$ cat src/rtl/vnf_pkg.sv
package vnf_pkg;

    localparam int PHASES = 8;

    typedef enum logic [2:0] {
        PH_ROW_SET    = 3'd0,
        PH_ROW_STB    = 3'd1,
        PH_COL_HI_STB = 3'd2,
        PH_HI_TAKE    = 3'd3,
        PH_COL_LO_SET = 3'd4,
        PH_COL_LO_STB = 3'd5,
        PH_LO_TAKE    = 3'd6,
        PH_RELEASE    = 3'd7
    } phase_t;

    // Bytes fetched per line for each mode: pixels across times bits per pixel, over 8.
    function automatic int unsigned line_bytes(input logic [2:0] mode);
        int unsigned px;
        int unsigned bpp;
        unique case (mode)
            3'd0:    begin px = 640; bpp = 1; end
            3'd1:    begin px = 320; bpp = 2; end
            3'd2:    begin px = 160; bpp = 4; end
            3'd3:    begin px = 640; bpp = 1; end
            3'd4:    begin px = 320; bpp = 1; end
            3'd5:    begin px = 160; bpp = 2; end
            default: begin px = 320; bpp = 1; end
        endcase
        return (px * bpp) / 8;
    endfunction

    // Slots per video access.
    function automatic int unsigned slot_divisor(input logic [2:0] mode, input int unsigned full_line);
        return full_line / line_bytes(mode);
    endfunction

endpackage

$ cat src/rtl/vnf_phase_ring.sv
module vnf_phase_ring
    import vnf_pkg::*;
(
    input  logic   clk,
    input  logic   rst,
    output phase_t cur_ph,
    output phase_t nxt_ph
);

    logic [PHASES-1:0] ring_q;
    logic [PHASES-1:0] ring_d;

    function automatic phase_t decode(input logic [PHASES-1:0] oh);
        phase_t p;
        p = PH_ROW_SET;
        for (int i = 0; i < PHASES; i++) begin
            if (oh[i]) p = phase_t'(i);
        end
        return p;
    endfunction

    assign ring_d = {ring_q[PHASES-2:0], ring_q[PHASES-1]};

    always_ff @(posedge clk) begin
        if (rst) ring_q <= {1'b1, {(PHASES-1){1'b0}}};
        else     ring_q <= ring_d;
    end

    always_comb begin
        cur_ph = decode(ring_q);
        nxt_ph = decode(ring_d);
    end

    AST_RING_ONEHOT: assert property (@(posedge clk) disable iff (rst)
        $onehot(ring_q)) else $error("ring not one-hot");

    AST_RING_WRAP: assert property (@(posedge clk) disable iff (rst)
        ring_q[PHASES-1] |=> ring_q[0]) else $error("ring did not wrap");

endmodule

$ cat src/rtl/vnf_slot_gate.sv
module vnf_slot_gate
    import vnf_pkg::*;
#(
    parameter int ACC_W     = 2,
    parameter int FULL_LINE = 80
) (
    input  logic       clk,
    input  logic       rst,
    input  logic [2:0] mode_sel,
    input  phase_t     nxt_ph,
    input  logic       fetch_win,
    input  logic       line_blank,
    input  logic       nmi_hold,
    output logic       use_now,
    output logic       slot_use
);

    logic [ACC_W-1:0] div_q;
    logic [ACC_W-1:0] acc_q;

    assign use_now = (acc_q == '0) && fetch_win && !line_blank && !nmi_hold;

    always_ff @(posedge clk) begin
        if (rst) begin
            div_q    <= ACC_W'(slot_divisor(mode_sel, FULL_LINE));
            acc_q    <= '0;
            slot_use <= 1'b0;
        end else begin
            unique case (nxt_ph)
                PH_ROW_SET: slot_use <= use_now;
                PH_RELEASE: acc_q <= (acc_q == div_q - 1'b1) ? '0 : acc_q + 1'b1;
                default: ;
            endcase
        end
    end

    AST_ACC_RANGE: assert property (@(posedge clk) disable iff (rst)
        acc_q < div_q) else $error("access counter out of range");

    AST_USE_HELD: assert property (@(posedge clk) disable iff (rst)
        (nxt_ph != PH_ROW_SET) |=> $stable(slot_use)) else $error("slot decision moved mid-slot");

endmodule

$ cat src/rtl/vnf_dram_seq.sv
module vnf_dram_seq
    import vnf_pkg::*;
#(
    parameter int ADDR_W   = 15,
    parameter int COL_BITS = 7,
    parameter int NIB_W    = 4,
    localparam int RW      = ADDR_W - COL_BITS,
    localparam int CW      = COL_BITS + 1
) (
    input  logic              clk,
    input  logic              rst,
    input  phase_t            cur_ph,
    input  phase_t            nxt_ph,
    input  logic              use_now,
    input  logic              slot_use,
    input  logic [ADDR_W-1:0] byte_addr,
    input  logic [NIB_W-1:0]  dram_q,
    output logic [RW-1:0]     row_addr,
    output logic [CW-1:0]     col_addr,
    output logic              row_stb,
    output logic              col_stb,
    output logic [2*NIB_W-1:0] byte_out,
    output logic              byte_vld,
    output logic              adv_req
);

    logic [NIB_W-1:0] hi_nib;

    // Outputs follow the phase being entered at each edge.
    always_ff @(posedge clk) begin
        if (rst) begin
            row_addr <= '0;
            col_addr <= '0;
            row_stb  <= 1'b0;
            col_stb  <= 1'b0;
            hi_nib   <= '0;
            byte_out <= '0;
            byte_vld <= 1'b0;
            adv_req  <= 1'b0;
        end else begin
            byte_vld <= 1'b0;
            adv_req  <= 1'b0;
            unique case (nxt_ph)
                PH_ROW_SET: begin
                    if (use_now) row_addr <= byte_addr[ADDR_W-1:COL_BITS];
                end
                PH_ROW_STB: begin
                    if (slot_use) begin
                        row_stb  <= 1'b1;
                        col_addr <= {byte_addr[COL_BITS-1:0], 1'b0};
                    end
                end
                PH_COL_HI_STB: begin
                    if (slot_use) col_stb <= 1'b1;
                end
                PH_HI_TAKE: begin
                    if (slot_use) hi_nib <= dram_q;
                end
                PH_COL_LO_SET: begin
                    col_stb <= 1'b0;
                    if (slot_use) col_addr[0] <= 1'b1;
                end
                PH_COL_LO_STB: begin
                    if (slot_use) col_stb <= 1'b1;
                end
                PH_LO_TAKE: begin
                    if (slot_use) begin
                        byte_out <= {hi_nib, dram_q};
                        byte_vld <= 1'b1;
                        adv_req  <= 1'b1;
                    end
                end
                PH_RELEASE: begin
                    col_stb <= 1'b0;
                    row_stb <= 1'b0;
                end
                default: ;
            endcase
        end
    end

    AST_VLD_IN_LO_TAKE: assert property (@(posedge clk) disable iff (rst)
        byte_vld |-> (cur_ph == PH_LO_TAKE)) else $error("valid outside phase 6");

    AST_VLD_SINGLE: assert property (@(posedge clk) disable iff (rst)
        byte_vld |=> !byte_vld) else $error("valid longer than one cycle");

    AST_COL_NEEDS_ROW: assert property (@(posedge clk) disable iff (rst)
        col_stb |-> row_stb) else $error("column strobe without row");

    AST_ROW_ADDR_HELD: assert property (@(posedge clk) disable iff (rst)
        row_stb |-> $stable(row_addr)) else $error("row address moved under strobe");

    AST_IDLE_NO_STB: assert property (@(posedge clk) disable iff (rst)
        !slot_use |-> !row_stb) else $error("strobe in unused slot");

endmodule

$ cat src/rtl/vid_nibble_fetch.sv
module vid_nibble_fetch
    import vnf_pkg::*;
#(
    parameter int ADDR_W    = 15,
    parameter int COL_BITS  = 7,
    parameter int NIB_W     = 4,
    parameter int FULL_LINE = 80,
    parameter int ACC_W     = 2,
    localparam int RW       = ADDR_W - COL_BITS,
    localparam int CW       = COL_BITS + 1
) (
    input  logic               clk,
    input  logic               rst,
    input  logic [2:0]         mode_sel,
    input  logic [ADDR_W-1:0]  byte_addr,
    input  logic               fetch_win,
    input  logic               line_blank,
    input  logic               nmi_hold,
    input  logic [NIB_W-1:0]   dram_q,
    output logic [RW-1:0]      row_addr,
    output logic [CW-1:0]      col_addr,
    output logic               row_stb,
    output logic               col_stb,
    output logic [2*NIB_W-1:0] byte_out,
    output logic               byte_vld,
    output logic               adv_req
);

    phase_t cur_ph;
    phase_t nxt_ph;
    logic   use_now;
    logic   slot_use;

    vnf_phase_ring u_ring (
        .clk    (clk),
        .rst    (rst),
        .cur_ph (cur_ph),
        .nxt_ph (nxt_ph)
    );

    vnf_slot_gate #(
        .ACC_W     (ACC_W),
        .FULL_LINE (FULL_LINE)
    ) u_gate (
        .clk        (clk),
        .rst        (rst),
        .mode_sel   (mode_sel),
        .nxt_ph     (nxt_ph),
        .fetch_win  (fetch_win),
        .line_blank (line_blank),
        .nmi_hold   (nmi_hold),
        .use_now    (use_now),
        .slot_use   (slot_use)
    );

    vnf_dram_seq #(
        .ADDR_W   (ADDR_W),
        .COL_BITS (COL_BITS),
        .NIB_W    (NIB_W)
    ) u_seq (
        .clk       (clk),
        .rst       (rst),
        .cur_ph    (cur_ph),
        .nxt_ph    (nxt_ph),
        .use_now   (use_now),
        .slot_use  (slot_use),
        .byte_addr (byte_addr),
        .dram_q    (dram_q),
        .row_addr  (row_addr),
        .col_addr  (col_addr),
        .row_stb   (row_stb),
        .col_stb   (col_stb),
        .byte_out  (byte_out),
        .byte_vld  (byte_vld),
        .adv_req   (adv_req)
    );

endmodule

$ cat config.mk
export PLATFORM = sky130hd
export DESIGN_NAME = vid_nibble_fetch
export DESIGN_NICKNAME = d
export VERILOG_FILES = /design/src/rtl/vnf_pkg.sv /design/src/rtl/vnf_phase_ring.sv /design/src/rtl/vnf_slot_gate.sv /design/src/rtl/vnf_dram_seq.sv /design/src/rtl/vid_nibble_fetch.sv
export SDC_FILE = /design/constraint.sdc
export NUM_CORES = 1
export LEC_CHECK = 0
export ABC_AREA = 1
export BUFFER_PORTS_ARGS = -buffer_cell sky130_fd_sc_hd__buf_2
export CAP_MARGIN = 20
export CORE_MARGIN = 2
export CORE_UTILIZATION = 40
export CTS_BUF_LIST = sky130_fd_sc_hd__clkbuf_2
export DETAILED_ROUTE_END_ITERATION = 12
export PLACE_DENSITY = 0.57
export SLEW_MARGIN = 20
export SYNTH_ARGS = -nofsm -noshare
export SYNTH_HDL_FRONTEND = slang
export SYNTH_SLANG_ARGS = --single-unit
$ cat constraint.sdc
create_clock -name clk -period 150.7 [get_ports clk]
set_input_delay 15.07 -clock clk [delete_from_list [all_inputs] [get_ports clk]]
set_output_delay 15.07 -clock clk [all_outputs]
set_load 0.02 [all_outputs]
==> results.md <==
Run status:
- The flow ran to the end, and the final reports show no timing, DRC or antenna violations.

Logic synthesis:
- After synthesis, the cell types taking the most area are nand2_1 (15%), ha_1 (12%), inv_1 (9.0%).
- After synthesis, the mean cell area works out to 5.87 um^2.
- The share of the Yosys chip area taken by registers is 0.0396.
- The number of instances in the synthesized netlist is 3880.
- The count of distinct cell types in the synthesized netlist is 72.
- By instance count, the leading cell after synthesis is nand2_1.
- The number of warnings issued by yosys is 0.
- The share of synthesized area in the top cell type comes to 0.149.
- Summing every instance area after synthesis gives 22800 um^2.
- In this run, synthesis inferred 2 flip-flops with an integrated enable.
- After synthesis the netlist holds a flip-flop and latch count of 44.
- Of all cell types, the one taking the most synthesized area is nand2_1.
- After synthesis, the most frequently instantiated cells are nand2_1 (902), inv_1 (548), nor2_1 (306).
- The predominant post-synthesis flop cell is dfxtp_1.
- After synthesis, the share of flip-flops with an asynchronous set or reset is 0.

Clock network:
- The H-tree was split into 2 levels.
- The cell sitting at the root of the clock tree is a clkbuf_2.
- The clock tree buffer depth is 2.
- TritonCTS created 5 clock buffers.
- TritonCTS built the clock tree.
- The number of hold buffers added after CTS was 0.
- After clock tree synthesis, the clock-pin slew on the worst setup and hold paths is 340 ps.
- The clock insertion delay at the later pin of the skew report is 500 ps.
- The number of gates given a new drive strength after cts is 0.
- In this run the post-CTS setup repair buffer count came out at 0.
- The clock net in this run drives a total of 44 sinks.

Worst setup path:
- In this run the critical register-to-register path is captured at u_seq.row_addr[0].
- The number of cells traversed by the worst register-to-register path is 10.
- In this run the number of cells on the critical path is 387.
- The launching element of the worst setup path is mode_sel[0].
- The setup path with the least slack is of type in -> reg.
- Among the stages of the critical path, the cell type that occurs most often is nand2_1.
- In this run the critical register-to-register path is launched from u_ring.ring_q[4].
- The end point of the critical path is u_gate.div_q[0].
- The arrival time reported for the critical path endpoint is 75840 ps.
- The largest incremental delay on the critical path is 510 ps.
- The cell with the biggest individual delay on the critical path is inv_1.
- The endpoint kind of the worst setup timing path is a register.
- The worst register-to-register path has a setup slack of 148320 ps.
- The count of buffering cells on the critical path with inverters included is 56.
- The data required time of the worst path is 151030 ps.
- The largest driver fanout on the critical path is 30.
- The cell type group with the largest total delay on the critical path is simple AND/OR/NAND/NOR gates.
- The worst setup path is launched from an input pin.

Detailed routing:
- The post-detailed-route via-to-cell ratio is 5.06.
- The routed layout has 23700 vias.
- The post-detailed-route DRC marker count is 0.
- The final routed wire length divided by cell count is 13.6 um.
- The violation count after the first detailed-route iteration is 1631.
- The first detailed-routing pass ran for 5 iterations.
- In this run the remaining antenna-violating nets after routing total 0.
- The routed design has 63500 um of wire.

Timing:
- In the post-route analysis, the smallest setup slack over all paths is 75190 ps.
- The number of pins exceeding their max-slew limit in the final report came to 0.
- The worst-margin pin slew is 702 ps.
- The final number of setup-violating endpoints is 0.
- The time the final worst path needs with I/O delays and setup is 75510 ps.
- Adding up every negative setup slack in the final design gives 0 ps.
- The hold violation count in the final report is 0.
- The relative slew slack is 0.527.
- Setup repair after global routing left no endpoint under its margin.
- Based on the critical path, the design can be clocked at up to 0.0132 GHz.
- The worst clock skew is 71.7 ps.
- Dividing the final minimum period by the clock period gives 0.501.

Global route:
- The via count of the first global-routing pass is 21400.
- The global-route wire length before repair is 105000 um.
- The all-layer global routing usage is 0.209.
- The number of antenna violations at the first check in global routing is 1.
- Entering global routing, the biggest net connects 57 pins.
- The total congestion overflow after global routing is 0.

Place:
- The congestion estimate from routability-driven global placement came to 0.946.
- Counting tap cells, the placed design contains a total of 4673 instances.
- In this run the tool buffered the top-level ports with 54 buffer cells.
- Once detailed placement completed, the half-perimeter wirelength came to 52200 um.
- The worst setup slack before clock tree synthesis is 74860 ps.

Finish:
- The count of cells in the finished layout, fillers not included, comes to 4682.
- The final core area utilization is 0.421.
- The net total in the final layout is 4175.
- The area growth from synthesis to layout is 4.27%.
- The share of cells above drive strength 1 is 0.160.

Die:
- The core region is 56400 um^2.
- The initial core utilization is 0.404.
- Pin placement for this block handled 55 I/O pins.
- The overall die height is 243 um.
- The die covers 58800 um^2.
- The die is 243 um wide.
- The floorplan row count is 87.

Run:
- The tool flagged a number of max-cap violations equal to 0.

Hold path:
- The path category of the worst min-delay check is reg -> reg.
==> worst min-delay path, delay by kind of cell, from the launching register on <==
kind	cells	cell delay, ps
DFF	1	380
and+or+nand+nor	1	40
buffers and inverters	1	60
==> layer usage <==
layer | part of all wire | vias to the layer above | track usage | routed length, um
met5 | 0 | - | 0 | 0
met4 | 0.012 | 0 | 0.0316 | 771
met3 | 0.031 | 55 | 0.00885 | 1960
met2 | 0.44 | 398 | 0.347 | 28100
met1 | 0.51 | 10500 | 0.304 | 32600
li1 | - | 12800 | - | -
==> final cells by class <==
class	instances	area (um^2)
Sequential cell	44	901
Antenna cell	1	2.50
Inverter	622	2370
Clock buffer	5	25.0
Timing Repair Buffer	61	323
Fill cell	6247	32600
Clock inverter	3	46.3
Tap cell	756	946
Multi-Input combinational cell	3190	19100
==> worst min-delay path by stage <==
stage	from	cells after the start	endpoint	slack, ps
2_1_floorplan	u_ring.ring_q[7]	2	u_ring.ring_q[0]	390
3_3_place_gp	u_ring.ring_q[7]	2	u_ring.ring_q[0]	390
3_5_place_dp	u_ring.ring_q[7]	2	u_ring.ring_q[0]	400
4_1_cts	u_ring.ring_q[3]	2	u_ring.ring_q[4]	400
5_1_grt	u_ring.ring_q[3]	2	u_ring.ring_q[4]	450
6_report	u_ring.ring_q[3]	2	u_ring.ring_q[4]	410
==> flip-flops by register name, indices dropped and copies added, names as in the netlist, 2 cells and up <==
signal and flops:
u_gate.acc_q 2, u_seq.col_addr 8, u_seq.byte_out 8, u_gate.div_q 2
u_ring.ring_q 8, u_seq.row_addr 8, u_seq.hi_nib 4
==> cell families after synthesis <==
family | Yosys count | synth area share
compound gates | 610 | 0.153
xor+xnor | 195 | 0.0757
fa+ha+maj | 224 | 0.124
buf+inv | 676 | 0.126
flops | 44 | 0.0396
other cells | 2 | 0.000330
simple gates | 2129 | 0.482
==> per-stage QoR <==
stage / hold WS [ps] / area (um^2)
after floorplan: 388 / 22900
after global placement: 395 / 23700
after detailed placement: 400 / 23700
final: 413 / 23700
after CTS: 399 / 23700
after global routing: 452 / 23700
==> cell usage in the layout, fill, tap and decap left out, types with 45 or more instances in the layout <==
| cell type | Yosys | final |
|---|---|---|
| a21oi_1 | 211 | 211 |
| nand4_1 | 110 | 110 |
| nand2_1 | 902 | 902 |
| nand3_1 | 277 | 277 |
| o21ai_0 | 222 | 222 |
| nand2_4 | 45 | 45 |
| nor2_1 | 306 | 306 |
| xor2_1 | 128 | 128 |
| buf_2 | 5 | 54 |
| nand3_2 | 97 | 97 |
| nand2_2 | 158 | 158 |
| xnor2_1 | 65 | 65 |
| ha_1 | 221 | 221 |
| nor2_2 | 63 | 63 |
| inv_1 | 548 | 546 |
| inv_2 | 47 | 47 |
Power is left out: the tool's default activity adds up to more than one toggle a clock period on the data nets, which glitch-free logic cannot reach.
